<file path="config.mk">
export PLATFORM = sky130hd
export DESIGN_NAME = rtc_pram_ctrl
export DESIGN_NICKNAME = d
export VERILOG_FILES = /design/src/rtl/rtc_pram_pkg.sv /design/src/rtl/rtc_shift_port.sv /design/src/rtl/rtc_sec_counter.sv /design/src/rtl/rtc_cmd_engine.sv /design/src/rtl/rtc_pram_ctrl.sv
export SDC_FILE = /design/constraint.sdc
export NUM_CORES = 2
export LEC_CHECK = 0
export ABC_CLOCK_PERIOD_IN_PS = 4000
export BUFFER_PORTS_ARGS = -buffer_cell sky130_fd_sc_hd__clkbuf_2
export CAP_MARGIN = 20
export CORE_ASPECT_RATIO = 1.25
export CORE_UTILIZATION = 48
export DETAILED_ROUTE_END_ITERATION = 7
export MAX_ROUTING_LAYER = met4
export PLACE_DENSITY_LB_ADDON = 0.3
export SLEW_MARGIN = 10
export SYNTH_ARGS = -nofsm -noshare
export SYNTH_HDL_FRONTEND = slang
export SYNTH_SLANG_ARGS = --single-unit
</file>
<file path="constraint.sdc">
create_clock -name clk_i -period 4 [get_ports clk_i]
set_input_delay 0.2 -clock clk_i [delete_from_list [all_inputs] [get_ports clk_i]]
set_output_delay 0.2 -clock clk_i [all_outputs]
set_load 0.02 [all_outputs]
</file>
<file path="src/rtl/rtc_pram_pkg.sv">
package rtc_pram_pkg;
  typedef enum logic [1:0] {PH_CMD, PH_DATA, PH_XADDR, PH_XDATA} phase_e;

  localparam logic [7:0] CMD_PROTECT = 8'h35;
  localparam logic [7:0] CMD_TEST    = 8'h31;

  function automatic logic is_ext(input logic [7:0] c);
    return (c & 8'h78) == 8'h38;
  endfunction

  function automatic logic is_sec(input logic [7:0] c);
    return (c & 8'h73) == 8'h01;
  endfunction

  function automatic logic is_small(input logic [7:0] c);
    return (c & 8'h73) == 8'h21;
  endfunction
endpackage

</file>
<file path="src/rtl/rtc_shift_port.sv">
module rtc_shift_port #(
  parameter int BYTE_W = 8
) (
  input  logic              clk_i,
  input  logic              rst_ni,
  input  logic              ce_ni,
  input  logic              sclk_i,
  input  logic              dir_i,
  input  logic              data_i,
  output logic              rx_valid_o,
  output logic [BYTE_W-1:0] rx_byte_o,
  input  logic              tx_load_i,
  input  logic [BYTE_W-1:0] tx_byte_i,
  output logic              data_o
);
  localparam int CNT_W  = $clog2(BYTE_W);
  localparam int OCNT_W = $clog2(BYTE_W + 1);

  logic              sclk_q, data_q;
  logic [CNT_W-1:0]  bit_cnt_q;
  logic [BYTE_W-2:0] sh_in_q;
  logic [BYTE_W-1:0] sh_out_q;
  logic [OCNT_W-1:0] out_cnt_q;
  logic              rise, fall, shift_in, shift_out;

  assign rise      = sclk_i & ~sclk_q;
  assign fall      = ~sclk_i & sclk_q;
  assign shift_in  = ~ce_ni & rise & dir_i;
  assign shift_out = ~ce_ni & fall & ~dir_i & (out_cnt_q != '0);

  assign rx_valid_o = shift_in & (bit_cnt_q == CNT_W'(BYTE_W - 1));
  assign rx_byte_o  = {sh_in_q, data_i};
  assign data_o     = data_q;

  always_ff @(posedge clk_i or negedge rst_ni) begin
    if (!rst_ni) begin
      sclk_q    <= 1'b0;
      data_q    <= 1'b0;
      bit_cnt_q <= '0;
      sh_in_q   <= '0;
      sh_out_q  <= '0;
      out_cnt_q <= '0;
    end else begin
      sclk_q <= sclk_i;
      if (shift_in) begin
        sh_in_q   <= {sh_in_q[BYTE_W-3:0], data_i};
        bit_cnt_q <= bit_cnt_q + 1'b1;
      end
      if (tx_load_i) begin
        sh_out_q  <= tx_byte_i;
        out_cnt_q <= OCNT_W'(BYTE_W);
      end else if (shift_out) begin
        data_q    <= sh_out_q[BYTE_W-1];
        sh_out_q  <= {sh_out_q[BYTE_W-2:0], 1'b0};
        out_cnt_q <= out_cnt_q - 1'b1;
      end
    end
  end
endmodule

</file>
<file path="src/rtl/rtc_sec_counter.sv">
module rtc_sec_counter #(
  parameter int          SEC_W    = 32,
  parameter logic [31:0] SEC_INIT = 32'd0,
  localparam int         SEL_W    = $clog2(SEC_W / 8)
) (
  input  logic             clk_i,
  input  logic             rst_ni,
  input  logic             tick_i,
  input  logic             wr_en_i,
  input  logic [SEL_W-1:0] wr_sel_i,
  input  logic [7:0]       wr_byte_i,
  output logic [SEC_W-1:0] count_o
);
  logic [SEC_W-1:0] count_q, count_d;

  always_comb begin
    count_d = count_q + SEC_W'(tick_i);
    if (wr_en_i) count_d[8*wr_sel_i +: 8] = wr_byte_i;
  end

  always_ff @(posedge clk_i or negedge rst_ni) begin
    if (!rst_ni) count_q <= SEC_W'(SEC_INIT);
    else         count_q <= count_d;
  end

  assign count_o = count_q;
endmodule

</file>
<file path="src/rtl/rtc_cmd_engine.sv">
module rtc_cmd_engine
  import rtc_pram_pkg::*;
#(
  parameter int RAM_DEPTH  = 256,
  parameter int SMALL_BASE = 16,
  parameter int SEC_W      = 32,
  localparam int IDX_W     = $clog2(RAM_DEPTH),
  localparam int SEL_W     = $clog2(SEC_W / 8)
) (
  input  logic             clk_i,
  input  logic             rst_ni,
  input  logic             rx_valid_i,
  input  logic [7:0]       rx_byte_i,
  input  logic [SEC_W-1:0] count_i,
  output logic             sec_wr_o,
  output logic [SEL_W-1:0] sec_sel_o,
  output logic [7:0]       sec_byte_o,
  output logic             tx_load_o,
  output logic [7:0]       tx_byte_o,
  output logic             ram_we_o,
  output logic             wp_o
);
  phase_e           phase_q, phase_d;
  logic [7:0]       cmd_q, cmd_d;
  logic [IDX_W-1:0] xidx_q, xidx_d;
  logic             wp_q, wp_d;
  logic [7:0]       ram_q [RAM_DEPTH];
  logic [IDX_W-1:0] small_rd_idx, small_wr_idx, ext_idx, ram_idx;
  logic             ram_we;

  assign small_rd_idx = IDX_W'(SMALL_BASE) + IDX_W'(rx_byte_i[3:2]);
  assign small_wr_idx = IDX_W'(SMALL_BASE) + IDX_W'(cmd_q[3:2]);
  assign ext_idx      = IDX_W'({cmd_q[2:0], 3'b000}) + IDX_W'(rx_byte_i[6:2]);

  always_comb begin
    phase_d    = phase_q;
    cmd_d      = cmd_q;
    xidx_d     = xidx_q;
    wp_d       = wp_q;
    tx_load_o  = 1'b0;
    tx_byte_o  = '0;
    sec_wr_o   = 1'b0;
    sec_sel_o  = cmd_q[3:2];
    sec_byte_o = rx_byte_i;
    ram_we     = 1'b0;
    ram_idx    = small_wr_idx;
    if (rx_valid_i) begin
      unique case (phase_q)
        PH_CMD: begin
          cmd_d = rx_byte_i;
          if (is_ext(rx_byte_i)) begin
            phase_d = PH_XADDR;
          end else if (!rx_byte_i[7]) begin
            phase_d = PH_DATA;
          end else if (is_sec(rx_byte_i)) begin
            tx_load_o = 1'b1;
            tx_byte_o = count_i[8*rx_byte_i[3:2] +: 8];
          end else if (is_small(rx_byte_i)) begin
            tx_load_o = 1'b1;
            tx_byte_o = ram_q[small_rd_idx];
          end
        end
        PH_DATA: begin
          phase_d = PH_CMD;
          if (cmd_q == CMD_PROTECT) wp_d = rx_byte_i[0];
          else if (!wp_q && is_sec(cmd_q)) sec_wr_o = 1'b1;
          else if (!wp_q && is_small(cmd_q)) ram_we = 1'b1;
        end
        PH_XADDR: begin
          if (cmd_q[7]) begin
            phase_d   = PH_CMD;
            tx_load_o = 1'b1;
            tx_byte_o = ram_q[ext_idx];
          end else begin
            phase_d = PH_XDATA;
            xidx_d  = ext_idx;
          end
        end
        PH_XDATA: begin
          phase_d = PH_CMD;
          ram_idx = xidx_q;
          ram_we  = !wp_q;
        end
        default: phase_d = PH_CMD;
      endcase
    end
  end

  always_ff @(posedge clk_i or negedge rst_ni) begin
    if (!rst_ni) begin
      phase_q <= PH_CMD;
      cmd_q   <= '0;
      xidx_q  <= '0;
      wp_q    <= 1'b1;
      for (int i = 0; i < RAM_DEPTH; i++) ram_q[i] <= '0;
    end else begin
      phase_q <= phase_d;
      cmd_q   <= cmd_d;
      xidx_q  <= xidx_d;
      wp_q    <= wp_d;
      if (ram_we) ram_q[ram_idx] <= rx_byte_i;
    end
  end

  assign ram_we_o = ram_we;
  assign wp_o     = wp_q;
endmodule

</file>
<file path="src/rtl/rtc_pram_ctrl.sv">
module rtc_pram_ctrl #(
  parameter int          RAM_DEPTH  = 256,
  parameter int          SMALL_BASE = 16,
  parameter int          SEC_W      = 32,
  parameter logic [31:0] SEC_INIT   = 32'd0
) (
  input  logic clk_i,
  input  logic rst_ni,
  input  logic ce_ni,
  input  logic sclk_i,
  input  logic dir_i,
  input  logic data_i,
  output logic data_o,
  input  logic tick_i
);
  localparam int SEL_W = $clog2(SEC_W / 8);

  logic             rx_valid, tx_load, sec_wr, ram_we, wp;
  logic [7:0]       rx_byte, tx_byte, sec_byte;
  logic [SEL_W-1:0] sec_sel;
  logic [SEC_W-1:0] count;

  rtc_shift_port #(.BYTE_W(8)) u_port (
    .clk_i, .rst_ni, .ce_ni, .sclk_i, .dir_i, .data_i,
    .rx_valid_o(rx_valid), .rx_byte_o(rx_byte),
    .tx_load_i(tx_load), .tx_byte_i(tx_byte), .data_o
  );

  rtc_cmd_engine #(
    .RAM_DEPTH(RAM_DEPTH), .SMALL_BASE(SMALL_BASE), .SEC_W(SEC_W)
  ) u_engine (
    .clk_i, .rst_ni,
    .rx_valid_i(rx_valid), .rx_byte_i(rx_byte), .count_i(count),
    .sec_wr_o(sec_wr), .sec_sel_o(sec_sel), .sec_byte_o(sec_byte),
    .tx_load_o(tx_load), .tx_byte_o(tx_byte),
    .ram_we_o(ram_we), .wp_o(wp)
  );

  rtc_sec_counter #(.SEC_W(SEC_W), .SEC_INIT(SEC_INIT)) u_sec (
    .clk_i, .rst_ni, .tick_i,
    .wr_en_i(sec_wr), .wr_sel_i(sec_sel), .wr_byte_i(sec_byte),
    .count_o(count)
  );
endmodule

</file>
* Word-level counts from Yosys, hierarchy flattened
Cells that the tools add are included.
Word-level totals: register bits after elaboration 2123, input bits 7, output and inout port bits 1, word-level logic and storage cells 366
Cells by class: add/sub/neg operators 7, $lt $le $gt $ge 4, equal/unequal tests 11, shift-type cells 3, muxes and demuxes 44, bitwise operators 17, reductions and logical operators 13
Operators with widths (count):
- $bwmux 2048 | 1
- $bmux 8 s8 | 2
- $mux 8 | 15
- $demux 8 s8 | 1
- $neg 5->34 | 1
- $shift 8x34->32 const A | 1
- $shiftx 8x34->32 | 1
- $add 32x1->32 | 1
- $bwmux 32 | 1
- $mux 32 | 1
- $shiftx 32x6->8 | 1
- $ge 9x9->1 const B | 3
- $not 8->9 | 3
- $pmux 8 s2 | 1
- $mux 1 | 14
- $add 5x2->6 const A | 2
- $eq 5x1->1 const B | 2
- $eq 5x4->1 const B | 2
- $lt 9x1->1 const B | 1
- $and 1x1->1 | 8
- $eq 8x6->1 const B | 1
- $mux 4 | 2
- $add 6x5->7 | 1
- $mux 2 | 3
- other kinds (18) | 30

* Logic depth before layout (Yosys ltp)
word-level depth 12, depth in mapped cells 12, gate-level depth less buffers 8

* Cells and area by module
A second synthesis with hierarchy kept.
Second synthesis, totals: cells, all modules 3735, area total of the unflattened synthesis 51575.7 um2
By module, submodules not included:
- rtc_cmd_engine | times used 1, cells each 3453, area an instance 48505.3 um2, sequential area each 26076.3 um2
- rtc_sec_counter | times used 1, cells each 189, area an instance 1941.9 um2, sequential area each 800.8 um2
- rtc_shift_port | times used 1, cells each 93, area an instance 1128.6 um2, sequential area each 600.6 um2

* Least setup slack after synthesis
No wires, ideal clock.
kind register to register, start point register u_port.sh_in_q[4], end point register u_port.sh_out_q[1], library setup time 65 ps, arrival time 2760 ps, data required time 3935 ps, setup slack 1175 ps, cell stages (with the launch flop) 10, clock period less this slack 2825 ps, cells stage by stage dfrtp_1 ha_1 fa_1 clkbuf_1 clkbuf_1 nor2_1 a221oi_1 o21ai_0 a2111oi_0 a31o_2
Between the ends: word-level cells in the longest chain between the ends 9, elaborated cells between the ends (all ways) 23, those cells by class add/sub: 1; eq/ne: 3; mux: 17; bitwise: 1; reduce/logical: 1
Ends and longest elaborated chain:
- start, declared | RTL line rtc_shift_port.sv:21 | logic [BYTE_W-2:0] sh_in_q;
- start signal, assigned | RTL line rtc_shift_port.sv:46 | sh_in_q <= {sh_in_q[BYTE_W-3:0], data_i};
- $add 6x5->7 | RTL line rtc_cmd_engine.sv:33 | assign ext_idx = IDX_W'({cmd_q[2:0], 3'b000}) + IDX_W'(rx_byte_i[6:2]);
- net u_engine.ext_idx[4] | RTL line rtc_cmd_engine.sv:28 | logic [IDX_W-1:0] small_rd_idx, small_wr_idx, ext_idx, ram_idx;
- $not 8->9 (implied by the code) | RTL line rtc_cmd_engine.sv:73 | tx_byte_o = ram_q[ext_idx];
- $bmux 8 s8 | RTL line rtc_cmd_engine.sv:73
- $mux 8 (implied by the code) (2 in a row) | RTL line rtc_cmd_engine.sv:73
- $mux 8 | RTL line rtc_cmd_engine.sv:70 | if (cmd_q[7]) begin
- $pmux 8 s2 | RTL line rtc_cmd_engine.sv:48 | unique case (phase_q)
- $mux 8 | RTL line rtc_cmd_engine.sv:47 | if (rx_valid_i) begin
- $mux 8 | RTL line rtc_shift_port.sv:49 | if (tx_load_i) begin
- end signal, assigned | RTL line rtc_shift_port.sv:50 | sh_out_q <= tx_byte_i;
- end signal, assigned | RTL line rtc_shift_port.sv:54 | sh_out_q <= {sh_out_q[BYTE_W-2:0], 1'b0};
- end, declared | RTL line rtc_shift_port.sv:22 | logic [BYTE_W-1:0] sh_out_q;
The timed path passes the listed nets, and every way through them passes these cells. The select of a mux whose other input is x is not followed. A chain may end at the register's enable or synchronous reset.

* Final worst setup path
start point register u_port.bit_cnt_q[0], end point register u_engine.ram_q[1472] in the netlist's numbering
Between the ends: word-level cells in the longest chain between the ends 9, elaborated cells between the ends (all ways) 11, those cells by class order compare: 2; eq/ne: 1; mux: 5; bitwise: 2; reduce/logical: 1
Ends and longest elaborated chain:
- start, declared | RTL line rtc_shift_port.sv:20 | logic [CNT_W-1:0] bit_cnt_q;
- start signal, assigned | RTL line rtc_shift_port.sv:47 | bit_cnt_q <= bit_cnt_q + 1'b1;
- $eq 3x3->1 (*) | RTL line rtc_shift_port.sv:31 | assign rx_valid_o = shift_in & (bit_cnt_q == CNT_W'(BYTE_W - 1));
- $and 1x1->1 (*) | RTL line rtc_shift_port.sv:31
- $mux 8 | RTL line rtc_cmd_engine.sv:47
- $not 8->9 (implied by the code) | RTL line rtc_cmd_engine.sv:101 | if (ram_we) ram_q[ram_idx] <= rx_byte_i;
- $ge 9x9->1 (implied by the code) / $lt 9x1->1 (equally long branches) | RTL line rtc_cmd_engine.sv:101
- $logic_and 1x1->1 (implied by the code) | RTL line rtc_cmd_engine.sv:101
- $mux 8 (implied by the code) | RTL line rtc_cmd_engine.sv:101
- $demux 8 s8 | RTL line rtc_cmd_engine.sv:101
- $bwmux 2048 | RTL line rtc_cmd_engine.sv:101
- end signal, assigned by index | RTL line rtc_cmd_engine.sv:101
- end, declared | RTL line rtc_cmd_engine.sv:27 | logic [7:0] ram_q [RAM_DEPTH];
Mark *: on every way between the ends. The rest lies on a longest branch, timed or not.

==> impl_metrics.py <==
metrics = {
    "outcome": {
        "status": "finished, final reports clean",
    },
    "min_path": {
        "hp-class": "in -> async",
    },
    "setup_path": {
        "r2r_setup_slack_ps": 440,
        "critical_path_required_ps": 4600,
        "start_kind": "flop",
        "timing.rr.start": "u_port.bit_cnt_q[0]$_DFFE_PN0P_",
        "timing.rr.end": "u_engine.ram_q[1472]$_DFFE_PN0P_",
        "cp-end-kind": "flop",
        "criticalPathCategory": "reg -> reg",
        "arrival_ps": 4160,
        "cp_max_fo": 10,
        "r2r_cells": 8,
    },
    "global_route": {
        "grt_use_total": 0.270,
        "antenna_found_initial": 0,
        "grt_pass1_vias": 32500,
        "grt_overflow": 0,
        "grt_pass1_wl_mm": 213,
        "grt_max_degree": 140,
    },
    "pwr": {
        "power.total_mw": 26.2,
        "irDropWorstVdd_mv": 0.340,
        "p_per_area_mw_per_mm2": 456,
        "power.leakage_nw": 27.4,
    },
    "drt": {
        "antenna_left": 0,
        "wire_per_inst_um": 27.0,
        "first_pass_iters": 6,
        "vias_per_cell": 6.16,
        "drt_iter0_drc": 2660,
        "drc": 0,
        "finalWirelength_mm": 138,
        "num_vias": 31600,
    },
    "synthesis": {
        "synthFlopType": "dfrtp_1",
        "synth_cell_types": 71,
        "yosys.cell_count.top_type": "dfrtp_1",
        "ys_async_sr_fraction": 1.00,
        "synth_area_leaders": "dfrtp_1 (54%), mux2_2 (23%), mux4_2 (9.6%)",
        "syn_avg_cell_area_um2": 14.4,
        "syn_nets": 3590,
        "synthesis.area_mm2": 0.0512,
        "yosysTopAreaCellShare": 0.536,
        "synth-edff-count": 0,
        "ys_warn_count": 0,
        "syn_inst": 3569,
        "synthTopCellsByCount": "dfrtp_1 (1097), mux2_2 (1037), mux4_2 (218)",
        "seq_area_frac_synth": 0.536,
        "yosysTopAreaCell": "dfrtp_1",
        "ys_ff_latch": 1098,
    },
    "clock_network": {
        "clock_tree.root_cell": "clkbuf_16",
        "cts_max_level": 3,
        "tritoncts": "built",
        "cts_inserted_buffers": 109,
        "cts_buffer_depth": 3,
        "postCtsSetupBuffers": 0,
        "worstSkewPairLatency_ps": 740,
        "cts_sinks": 1098,
        "path_clk_slew_ps": 70,
    },
    "final_layout": {
        "drive_above_1_share": 0.452,
        "fin_nets": 3641,
        "antenna_cells": 0,
        "design_area_mm2": 0.0575,
        "area_growth_pct": 12.2,
        "postLayoutCoreUtil": 0.545,
    },
    "placed_design": {
        "place_congestion": 0.976,
        "place_hpwl_mm": 93.5,
        "place_area_mm2": 0.0537,
        "portBuffers": 7,
    },
    "timing": {
        "tightest_slew_ps": 1080,
        "slew_headroom": 0.274,
        "hold_viol": 0,
        "fin_crit_ps": 3560,
        "period_share": 0.890,
        "rsz0062_at_grt": "no",
        "setup_tns_ps": 0,
        "fin_worst_skew_ps": 36.4,
        "fmax_mhz": 281,
        "final-setup-viol-count": 0,
        "maxSlewViolCount": 0,
    },
    "die": {
        "initial_utilization": 0.486,
        "die_w_um": 294,
        "design.core.area_mm2": 0.106,
        "die_h_um": 367,
        "die_area_mm2": 0.108,
        "ios": 8,
        "rows": 133,
    },
    "job": {
        "maxCapViolations": 0,
    },
}
[critical path, stage by stage (launching register included)]
cell	delay (ps)
dfrtp_1	380
ha_1	160
ha_1	240
and2_0	230
and4b_1	470
or3b_2	610
nor2_2	650
nand2_2	320
mux2_2	340
[area by class of cell]
type,instances,area (um2)
fillers,8647,48000
flip-flops and latches,1098,27500
multi-input cells,2209,22700
clock buffers,170,3320
well taps,1417,1770
repair buffers,191,1730
clock inverters,30,414
inverters,11,41.3
[metal layers]
metal / vias up / GRT usage / share of wire
met5: - / - / 0
met4: 0 / 0.126 / 0.051
met3: 315 / 0.0420 / 0.055
met2: 970 / 0.427 / 0.49
met1: 16900 / 0.342 / 0.40
li1: 13400 / - / -
[flip-flops by register name, indices dropped and copies added, names as in the netlist]
| name | cells |
|---|---|
| u_engine.cmd_q | 8 |
| u_engine.phase_q | 2 |
| u_engine.ram_q | 1024 |
| u_engine.wp_o | 1 |
| u_engine.xidx_q | 7 |
| u_port.bit_cnt_q | 3 |
| u_port.data_o | 1 |
| u_port.out_cnt_q | 4 |
| u_port.sclk_q | 1 |
| u_port.sh_in_q | 7 |
| u_port.sh_out_q | 8 |
| u_sec.count_o | 32 |
[power breakdown]
part           internal, mW  switching, mW
Sequential             11.2          0.254
Combinational          1.29           2.81
Clock                  6.26           4.41
Total                  18.8           7.47
[stage by stage]
stage | hold WS, ps | setup slack, ps | instances
2_1_floorplan | -95.6 | 1180 | 3569
3_3_place_gp | 221 | 557 | 4920
3_5_place_dp | 219 | 516 | 4920
4_1_cts | 44.7 | 482 | 5126
5_1_grt | 71.8 | 333 | 5126
6_report | 52.0 | 440 | 5126
[how the worst max path moves through the flow]
stage,from,to,slack [ps],depth (start not counted)
after global placement,u_port.bit_cnt_q[0]$_DFFE_PN0P_,u_engine.ram_q[1473]$_DFFE_PN0P_,560,8
final,u_port.bit_cnt_q[0]$_DFFE_PN0P_,u_engine.ram_q[1472]$_DFFE_PN0P_,440,8
after CTS,u_port.bit_cnt_q[0]$_DFFE_PN0P_,u_engine.ram_q[1477]$_DFFE_PN0P_,480,8
after floorplan,u_port.sh_in_q[4]$_DFFE_PN0P_,u_port.sh_out_q[1]$_DFFE_PN0P_,1180,9
after detailed placement,u_port.bit_cnt_q[0]$_DFFE_PN0P_,u_engine.ram_q[1479]$_DFFE_PN0P_,520,8
after global routing,u_port.bit_cnt_q[0]$_DFFE_PN0P_,u_engine.ram_q[1477]$_DFFE_PN0P_,330,8
[cell families (layout without fill, tap and decap cells)]
group                      after synthesis  after routing  synth area share
AOI/OAI and AO/OA                      288            288            0.0380
xor gates and xnor gates                32             32           0.00547
adders and majority gates               14             14           0.00356
buffers and inverters                  262            402            0.0212
DFF                                   1098           1098             0.536
muxes                                 1374           1374             0.347
and+or+nand+nor                        501            501            0.0485
[placed cells by master, fill, tap and decap left out, types with 6 or more instances in the layout]
master,instances
xor2_1,17
and3_1,18
nand3_1,46
a22oi_1,27
buf_4,156
clkbuf_1,27
nand2_1,165
dfrtp_4,7
a22o_1,17
a211oi_1,11
inv_1,8
o22ai_1,22
a221oi_1,19
nand2_2,32
nor2b_1,21
clkinv_2,13
o21ai_0,67
mux2_2,1037
a21oi_1,56
a2111oi_0,7
dfrtp_1,1090
nand2b_1,13
mux2i_1,114
dlygate4sd3_1,6
bufinv_16,9
xnor2_1,15
clkbuf_16,111
clkbuf_8,32
nor3_1,26
nor2_1,96
ha_1,12
o221ai_1,18
nor4_1,10
nand4_1,21
buf_12,23
and2_1,8
mux4_2,218
[what timing repair did]
| action | in CTS | in global routing |
|---|---|---|
| endpoints found under the hold margin | 236 | 0 |
| hold buffers | 6 | 0 |
| gates resized for setup | 0 | 0 |
No activity file was read; power rests on OpenSTA's default activity.
